===== src/rtl/tlb_pkg.sv =====
package tlb_pkg;
  // Reason an entry was chosen as the fill target.
  typedef enum logic [1:0] {
    TGT_HIT  = 2'd0,
    TGT_FREE = 2'd1,
    TGT_RR   = 2'd2
  } tgt_src_e;
endpackage


===== src/rtl/tlb_tag_cam.sv =====
module tlb_tag_cam #(
  parameter int ENTRIES = 4,
  parameter int TAG_W   = 18,
  localparam int IDX_W  = $clog2(ENTRIES)
) (
  input  logic               clk,
  input  logic               rst_n,
  input  logic [TAG_W-1:0]   lk_tag,
  input  logic [TAG_W-1:0]   fl_tag,
  input  logic [TAG_W-1:0]   inv_tag,
  input  logic               clr_all,
  input  logic               clr_one,
  input  logic               wr_en,
  input  logic [IDX_W-1:0]   wr_idx,
  output logic [ENTRIES-1:0] lk_match,
  output logic [ENTRIES-1:0] fl_match,
  output logic [ENTRIES-1:0] inv_match,
  output logic [ENTRIES-1:0] ent_v
);
  logic [TAG_W-1:0] tag_q [ENTRIES];

  for (genvar e = 0; e < ENTRIES; e++) begin : g_ent
    assign lk_match[e]  = ent_v[e] && (tag_q[e] == lk_tag);
    assign fl_match[e]  = ent_v[e] && (tag_q[e] == fl_tag);
    assign inv_match[e] = ent_v[e] && (tag_q[e] == inv_tag);

    always_ff @(posedge clk) begin
      if (!rst_n) begin
        ent_v[e] <= 1'b0;
        tag_q[e] <= '0;
      end else if (clr_all) begin
        ent_v[e] <= 1'b0;
      end else if (clr_one && inv_match[e]) begin
        ent_v[e] <= 1'b0;
      end else if (wr_en && (wr_idx == IDX_W'(e))) begin
        ent_v[e] <= 1'b1;
        tag_q[e] <= fl_tag;
      end
    end
  end
endmodule


===== src/rtl/tlb_victim.sv =====
module tlb_victim
  import tlb_pkg::*;
#(
  parameter int ENTRIES = 4,
  localparam int IDX_W  = $clog2(ENTRIES)
) (
  input  logic               clk,
  input  logic               rst_n,
  input  logic [ENTRIES-1:0] hit_vec,
  input  logic [ENTRIES-1:0] ent_v,
  input  logic               commit,
  output logic [IDX_W-1:0]   idx,
  output tgt_src_e           src
);
  logic [IDX_W-1:0] rr_q;

  always_comb begin
    idx = rr_q;
    src = TGT_RR;
    for (int e = ENTRIES - 1; e >= 0; e--) begin
      if (!ent_v[e]) begin
        idx = IDX_W'(e);
        src = TGT_FREE;
      end
    end
    for (int e = ENTRIES - 1; e >= 0; e--) begin
      if (hit_vec[e]) begin
        idx = IDX_W'(e);
        src = TGT_HIT;
      end
    end
  end

  always_ff @(posedge clk) begin
    if (!rst_n) begin
      rr_q <= '0;
    end else if (commit && (src == TGT_RR)) begin
      rr_q <= (rr_q == IDX_W'(ENTRIES - 1)) ? '0 : rr_q + 1'b1;
    end
  end
endmodule


===== src/rtl/tlb_sectored.sv =====
module tlb_sectored
  import tlb_pkg::*;
#(
  parameter int VA_W    = 32,
  parameter int OFF_W   = 12,
  parameter int GROUP   = 4,
  parameter int ENTRIES = 4,
  parameter int PFN_W   = 20,
  parameter int PERM_W  = 3,
  localparam int SLOT_W = $clog2(GROUP),
  localparam int TAG_W  = VA_W - OFF_W - SLOT_W,
  localparam int IDX_W  = $clog2(ENTRIES)
) (
  input  logic                    clk,
  input  logic                    rst_n,
  input  logic                    lk_valid,
  input  logic [VA_W-1:0]         lk_vaddr,
  output logic                    lk_hit,
  output logic [PFN_W-1:0]        lk_pfn,
  output logic [PERM_W-1:0]       lk_perm,
  input  logic                    fill_valid,
  output logic                    fill_ready,
  input  logic [VA_W-1:0]         fill_vaddr,
  input  logic [GROUP-1:0]        fill_pte_v,
  input  logic [GROUP*PFN_W-1:0]  fill_pfn,
  input  logic [GROUP*PERM_W-1:0] fill_perm,
  input  logic                    inv_valid,
  input  logic [VA_W-1:0]         inv_vaddr,
  input  logic                    flush
);
  logic [SLOT_W-1:0]  lk_slot, fill_slot;
  logic [ENTRIES-1:0] lk_match, fl_match, inv_match, ent_v;
  logic               fill_acc, fill_wr;
  logic [IDX_W-1:0]   tgt_idx;
  tgt_src_e           tgt_src;

  logic [GROUP-1:0]  pv_q   [ENTRIES];
  logic [PFN_W-1:0]  pfn_q  [ENTRIES][GROUP];
  logic [PERM_W-1:0] perm_q [ENTRIES][GROUP];

  assign lk_slot    = lk_vaddr[OFF_W +: SLOT_W];
  assign fill_slot  = fill_vaddr[OFF_W +: SLOT_W];
  assign fill_ready = !flush && !inv_valid;
  assign fill_acc   = fill_valid && fill_ready;
  assign fill_wr    = fill_acc && fill_pte_v[fill_slot];

  tlb_tag_cam #(.ENTRIES(ENTRIES), .TAG_W(TAG_W)) u_cam (
    .clk       (clk),
    .rst_n     (rst_n),
    .lk_tag    (lk_vaddr[VA_W-1 -: TAG_W]),
    .fl_tag    (fill_vaddr[VA_W-1 -: TAG_W]),
    .inv_tag   (inv_vaddr[VA_W-1 -: TAG_W]),
    .clr_all   (flush),
    .clr_one   (inv_valid),
    .wr_en     (fill_wr),
    .wr_idx    (tgt_idx),
    .lk_match  (lk_match),
    .fl_match  (fl_match),
    .inv_match (inv_match),
    .ent_v     (ent_v)
  );

  tlb_victim #(.ENTRIES(ENTRIES)) u_victim (
    .clk     (clk),
    .rst_n   (rst_n),
    .hit_vec (fl_match),
    .ent_v   (ent_v),
    .commit  (fill_wr),
    .idx     (tgt_idx),
    .src     (tgt_src)
  );

  for (genvar e = 0; e < ENTRIES; e++) begin : g_data
    for (genvar s = 0; s < GROUP; s++) begin : g_slot
      always_ff @(posedge clk) begin
        if (fill_wr && (tgt_idx == IDX_W'(e))) begin
          pv_q[e][s]   <= fill_pte_v[s];
          pfn_q[e][s]  <= fill_pfn[s*PFN_W +: PFN_W];
          perm_q[e][s] <= fill_perm[s*PERM_W +: PERM_W];
        end
      end
    end
  end

  logic [GROUP-1:0]  sel_pv;
  logic [PFN_W-1:0]  sel_pfn;
  logic [PERM_W-1:0] sel_perm;

  always_comb begin
    sel_pv   = '0;
    sel_pfn  = '0;
    sel_perm = '0;
    for (int e = 0; e < ENTRIES; e++) begin
      if (lk_match[e]) begin
        sel_pv   = sel_pv   | pv_q[e];
        sel_pfn  = sel_pfn  | pfn_q[e][lk_slot];
        sel_perm = sel_perm | perm_q[e][lk_slot];
      end
    end
  end

  assign lk_hit  = lk_valid && (|lk_match) && sel_pv[lk_slot];
  assign lk_pfn  = lk_hit ? sel_pfn  : '0;
  assign lk_perm = lk_hit ? sel_perm : '0;
endmodule


===== config.mk =====
export PLATFORM = sky130hd
export DESIGN_NAME = tlb_sectored
export DESIGN_NICKNAME = d
export VERILOG_FILES = /design/src/rtl/tlb_pkg.sv /design/src/rtl/tlb_tag_cam.sv /design/src/rtl/tlb_victim.sv /design/src/rtl/tlb_sectored.sv
export SDC_FILE = /design/constraint.sdc
export NUM_CORES = 1
export LEC_CHECK = 0
export CORE_ASPECT_RATIO = 1.1
export CORE_MARGIN = 2
export CORE_UTILIZATION = 50
export DETAILED_ROUTE_END_ITERATION = 10
export PLACE_DENSITY = 0.71
export SETUP_SLACK_MARGIN = 0.3
export SYNTH_ARGS = -nofsm -noshare
export SYNTH_HDL_FRONTEND = slang
export SYNTH_SLANG_ARGS = --single-unit

===== constraint.sdc =====
create_clock -name clk -period 7.9 [get_ports clk]
set_input_delay 1.58 -clock clk [delete_from_list [all_inputs] [get_ports clk]]
set_output_delay 1.58 -clock clk [all_outputs]
set_load 0.005 [all_outputs]

==> impl_metrics.yaml, run 1 <==
logic_synthesis:
  ys.flop_type: "edfxtp_1"
  seq_area_frac_synth_pct: 68.0
  netlist_instances: 1190
  syn_nets: 1389
  async_reset_ff_share_pct: 0
  synth_warnings: 0
  yosysTopAreaCell: "edfxtp_1"
  synth_edf_count: 456
  synth.distinct_cells: 48
  synth_top_area_share_pct: 67.4
  post-synth-top-count-cell: "edfxtp_1"
  synthTopCellsByArea: "edfxtp_1, mux4_2, xnor2_1"
  ys_ff_latch: 462
  synth_common_cells: "edfxtp_1, xnor2_1, mux4_2"
  netlist_area_sq_um: 20300
  syn_area_per_cell_sq_um: 17.1
clocking:
  clk_path_buf_depth: 3
  clkTransAtPathRegs_ns: 0.06
  cts_resized: 0
  hold_buffers: 0
  cts_tree: "built"
  cts.sinks: 462
  cts_root_buf: "clkbuf_16"
  clock_latency_ns: 0.58
  post_cts_buffers: 0
  htreeDepth: 2
  cts_buffers: 46
sta:
  setup_ws_ns: 1.01
  clock_skew_ns: 0.0231
  worst_pin_slew_ns: 1.13
  fin_crit_sh_pct: 87.2
  min_period_ns: 6.89
  slew_viol_final: 0
  rsz0062_at_grt: "false"
  fmax_ghz: 0.145
  hold_viol: 0
  slew_headroom_pct: 24.5
  tns_ns: 0
  finalSetupViolCount: 0
finish:
  drive_gt1_share_pct: 15.0
  area_growth_pct: 18.1
  seq_area_sq_um: 13800
  multiInputGateArea_sq_um: 6050
  fin_nets: 1558
  fillers: 2964
run_status:
  status: "complete, no violations"
min_path:
  min_path_cells: 2
  hp-class: "register to register"
  whs_endpoint: "u_victim.rr_q[1]$_SDFFE_PN0P_"
  min_from: "u_victim.rr_q[1]$_SDFFE_PN0P_"
setup_path:
  critPathBufInv: 3
  crit_slowest_cell: "clkdlybuf4s50_1"
  path_cells: "clkdlybuf4s50_1 -> xnor2_1 -> nand4_1 -> nor4_2 -> and2_1 -> buf_4 -> a222oi_1 -> and3_2 -> a311oi_2 -> clkdlybuf4s50_1"
  r2r_cells: 8
  path_common_cell: "clkdlybuf4s50_1"
  reg2reg_from: "u_cam.tag_q[1][2]$_SDFFCE_PN0P_"
  rrSetupSlack_ns: 4.05
  cpLargestDelayFamily: "simple AND/OR/NAND/NOR gates"
  max_stage_delay_ns: 0.58
  path_class: "input port to primary output"
  required_ns: 6.32
  crit_cells: 10
  cp_data_arrival_time_ns: 5.31
  cp_max_fo: 24
  r2r-end: "pfn_q[1][75]$_DFFE_PN_"
  start_kind: "input port"
  crit_path_end_kind: "primary output"
placement:
  portBuffers: 184
  hpwl_um: 33700
  gp_congestion: 0.961
  pre_cts_slack_ns: 1.02
detailed_routing:
  drtPass1Iterations: 5
  drtIter0Drc: 1059
  ant_nets: 0
  routedWlPerCell_um: 26.7
  viasPerCell: 6.02
  drcViolationCount: 0
  vias: 11500
  wl_um: 51000
global_route:
  grt_pass1_vias: 11800
  grt_start_max_net_pins: 73
  grt_pass1_wl_um: 75500
  grtUsageTotal_pct: 24.5
  antenna_found_initial: 3
  overflow: 0
floorplan:
  ios: 223
  fp-row-count: 77
  start_util_pct: 50.6
  die_area_sq_um: 42300
  die_x_um: 196
  die-height_um: 215
  core_area_sq_um: 40200
power_and_ir_drop:
  power_leakage_nw: 7.50
  p_per_area_nw_per_um2: 216
  ir_worst_vdd_uv: 210
job:
  drv_cap: 0
## per-layer routing
layer  global-route usage (%)  vias up  wire [um]
li1                         -     5018          -
met1                     32.8     5835      20600
met5                        0        -         24
met4                     9.24        4       1870
met2                     39.5      521      24300
met3                     5.49      126       4090
## through the flow
| step | hold WS, ns | total power, mW | utilization (%) | std cells | area (sq um) |
|---|---|---|---|---|---|
| after floorplan | 0.507 | 2.99 | - | 1190 | 20300 |
| after global placement | 0.544 | 3.17 | 56.2 | 1824 | 22600 |
| after detailed placement | 0.547 | 3.17 | 56.2 | 1824 | 22600 |
| after CTS | 0.554 | 5.23 | 59.7 | 1909 | 24000 |
| after global routing | 0.591 | 5.34 | 59.7 | 1910 | 24000 |
| final | 0.553 | 5.19 | 59.7 | 1910 | 24000 |
## sequential cells by signal, indices dropped and copies added, names as in the netlist
| register | cells |
|---|---|
| pfn_q | 320 |
| u_cam.tag_q | 72 |
| perm_q | 48 |
| pv_q | 16 |
| u_cam.ent_v | 4 |
| u_victim.rr_q | 2 |
## worst reg2reg max path: cells and delay by family (launching register included)
kind            cells  cell delay [ns]
simple gates        4             1.33
buf+inv             2             1.29
flops               1             0.52
xor+xnor            1             0.25
compound gates      1             0.07
## cells in the final DEF (no fill, tap or decap), drive strengths merged, types with 5 or more instances in the layout
master	n
nand3	33
a22oi	15
clkdlybuf4s50	182
xor2	62
a311oi	17
nor4	16
and2	5
dfxtp	6
nand2	36
nor3	34
buf	25
a32o	9
clkinv	14
clkbuf	66
edfxtp	456
mux4	93
inv	17
nor2	42
a221oi	9
and3	33
nand4	41
xnor2	154
## power by group
group / total, mW / switching, mW / leakage (nW) / internal [mW]
combinational: 0.372 / 0.193 / 2.57 / 0.179
sequential: 2.75 / 0.0274 / 4.25 / 2.72
clock: 2.07 / 0.901 / 0.679 / 1.17
total: 5.19 / 1.12 / 7.50 / 4.07
## cell type report
type                    count  share of cell area [%]
flip-flops and latches    462                    57.6
multi-input cells         627                    25.2
repair buffers            207                    8.44
clock buffers              66                    5.20
well taps                 513                    2.67
clock inverters            19                   0.662
inverters                  15                   0.266
diodes                      1                  0.0104
## logic make-up (layout without fill, tap and decap cells)
kind of cell | Yosys count | in the layout | synth area share, %
AO/OA/AOI/OAI | 70 | 70 | 3.24
other | 0 | 1 | 0
multiplexers | 95 | 95 | 10.4
adder cells (fa/ha/maj) | 1 | 1 | 0.0615
XOR/XNOR | 216 | 216 | 9.31
buffers and inverters | 101 | 307 | 2.41
flip-flops | 462 | 462 | 68.0
AND/OR/NAND/NOR | 245 | 245 | 6.64
## how the worst max path moves through the flow
| stage | to | from |
|---|---|---|
| 3_3_place_gp | lk_perm[2] | lk_vaddr[25] |
| 4_1_cts | lk_perm[1] | lk_vaddr[25] |
| 5_1_grt | lk_pfn[4] | lk_vaddr[25] |
| 3_5_place_dp | lk_perm[1] | lk_vaddr[25] |
| 6_report | lk_pfn[14] | lk_vaddr[25] |
| 2_1_floorplan | u_cam.tag_q[3][10]$_SDFFCE_PN0P_ | fill_vaddr[25] |
Note: power is estimated with default switching activity, not from simulation.
==> run 2: changes to the inputs <==
Settings changed: MAX_ROUTING_LAYER set to met4, SLEW_MARGIN set to 20.
==> impl_metrics.yaml, run 2 (same netlist as run 1, synthesis figures left out) <==
run_status:
  status: "complete, no violations"
finish:
  fin_util_pct: 60.0
  area_growth_pct: 18.6
  layout_top_registers: "pfn_q (320), u_cam.tag_q (72), perm_q (48)"
  fin_nets: 1555
  fin_cells: 1910
  largest_reg_flops: 320
  fillers: 2976
  final_cell_mix: "edfxtp_1, clkdlybuf4s50_1, xnor2_1, mux4_2, xor2_1"
  regMostFlops: "pfn_q"
  final_common_cell: "edfxtp_1"
  drive_gt1_share_pct: 15.6
sta:
  hold_viol: 0
  tns_ns: 0
  rsz0062_at_grt: "false"
  min_period_ns: 6.90
  slew_headroom_pct: 30.1
  finalSetupViolCount: 0
  worst_pin_slew_ns: 1.05
  clock_skew_ns: 0.0225
  slew_viol_final: 0
  fin_crit_sh_pct: 87.4
  fmax_ghz: 0.145
clocking:
  post_cts_buffers: 0
  clock_latency_ns: 0.57
  cts.sinks: 462
  clk_path_buf_depth: 3
  clkTransAtPathRegs_ns: 0.06
  htreeDepth: 2
  cts_root_buf: "clkbuf_16"
  cts_tree: "built"
  hold_buffers: 0
  cts_buffers: 46
  cts_resized: 0
setup_path:
  cp_max_fo: 24
  r2r_cells: 8
  worstSetupStartpoint: "lk_vaddr[23]"
  path_class: "input port to primary output"
  cp_data_arrival_time_ns: 5.32
  required_ns: 6.32
  max_stage_delay_ns: 0.57
  start_kind: "input port"
  path_cells: "clkdlybuf4s50_1 -> xnor2_1 -> nand4_1 -> nor4_2 -> buf_4 -> and2_1 -> buf_4 -> a211o_2 -> nand4_4 -> buf_4 -> a311oi_2 -> clkdlybuf4s50_1"
  crit_cells: 12
  path_common_cell: "buf_4"
  crit_path_end_kind: "primary output"
  reg2reg_from: "u_cam.tag_q[3][17]$_SDFFCE_PN0P_"
  crit_slowest_cell: "clkdlybuf4s50_1"
  cpLargestDelayFamily: "buffers and inverters"
  critPathBufInv: 5
global_route:
  overflow: 0
  grt_pass1_wl_um: 75500
  grt_pass1_vias: 11800
  grtUsageTotal_pct: 25.0
  antenna_found_initial: 5
  grt_start_max_net_pins: 116
floorplan:
  die-height_um: 215
  start_util_pct: 50.6
  die_x_um: 196
  fp-row-count: 77
  die_area_sq_um: 42300
  ios: 223
  core_area_sq_um: 40200
placement:
  gp_congestion: 1.00
  place_inst: 1821
  portBuffers: 184
  hpwl_um: 33200
min_path:
  hp-class: "register to register"
  min_from: "u_victim.rr_q[1]$_SDFFE_PN0P_"
  min_path_cells: 2
detailed_routing:
  drtPass1Iterations: 5
  drcViolationCount: 0
  viasPerCell: 5.95
  wl_um: 50500
  drtIter0Drc: 954
  vias: 11400
  routedWlPerCell_um: 26.4
  ant_nets: 0
job:
  drv_cap: 0
power_and_ir_drop:
  p_per_area_nw_per_um2: 220
  power_mw: 5.30
  ir_worst_vdd_uv: 170
  power_leakage_nw: 7.54
run 2: cell count changes in the layout (fill, tap and decap cells not counted), moves of 2 or more:
cell,previous run,this run
buf_4,23,19
bufinv_16,2,6
clkbuf_1,19,8
clkinv_2,4,8
clkinv_4,0,2
diode_2,1,5
run 2: layer usage:
metal	up-vias	part of all wire (%)	GRT usage, %
met5	-	0	-
met4	0	3.2	8.23
met3	106	7.4	5.13
met2	428	48	39.4
met1	5829	41	32.9
li1	5011	-	-
run 2: final timing paths:
kind                              endpoint  slack, ns
min          u_victim.rr_q[1]$_SDFFE_PN0P_       0.56
max                             lk_perm[1]        1.0
max reg2reg         pfn_q[3][24]$_DFFE_PN_       4.00
min reg2reg  u_victim.rr_q[1]$_SDFFE_PN0P_       0.56
run 2: where the power goes:
part | internal (mW) | switching [mW]
clock network | 1.27 | 0.912
registers | 2.72 | 0.0264
logic | 0.178 | 0.194
run 2: final cells by class:
| type | count | area [sq um] | area share (%) |
|---|---|---|---|
| diodes | 5 | 12.5 | 0.0519 |
| well taps | 513 | 642 | 2.66 |
| multi-input cells | 627 | 6050 | 25.1 |
| flip-flops and latches | 462 | 13800 | 57.3 |
| clock buffers | 54 | 1180 | 4.90 |
| inverters | 15 | 63.8 | 0.265 |
| clock inverters | 30 | 329 | 1.37 |
| repair buffers | 204 | 2020 | 8.36 |
run 2: per-stage QoR:
step	area, sq um	setup WS [ns]	hold WS, ns
2_1_floorplan	20300	1.93	0.507
3_5_place_dp	22600	1.02	0.547
4_1_cts	24100	0.981	0.559
6_report	24100	0.996	0.562
5_1_grt	24100	0.841	0.572
3_3_place_gp	22600	0.995	0.550
run 2: worst min-delay path: stages, from the launching register on:
cell and delay, ns:
dfxtp_1 0.34, mux2i_1 0.13, nor2_1 0.05
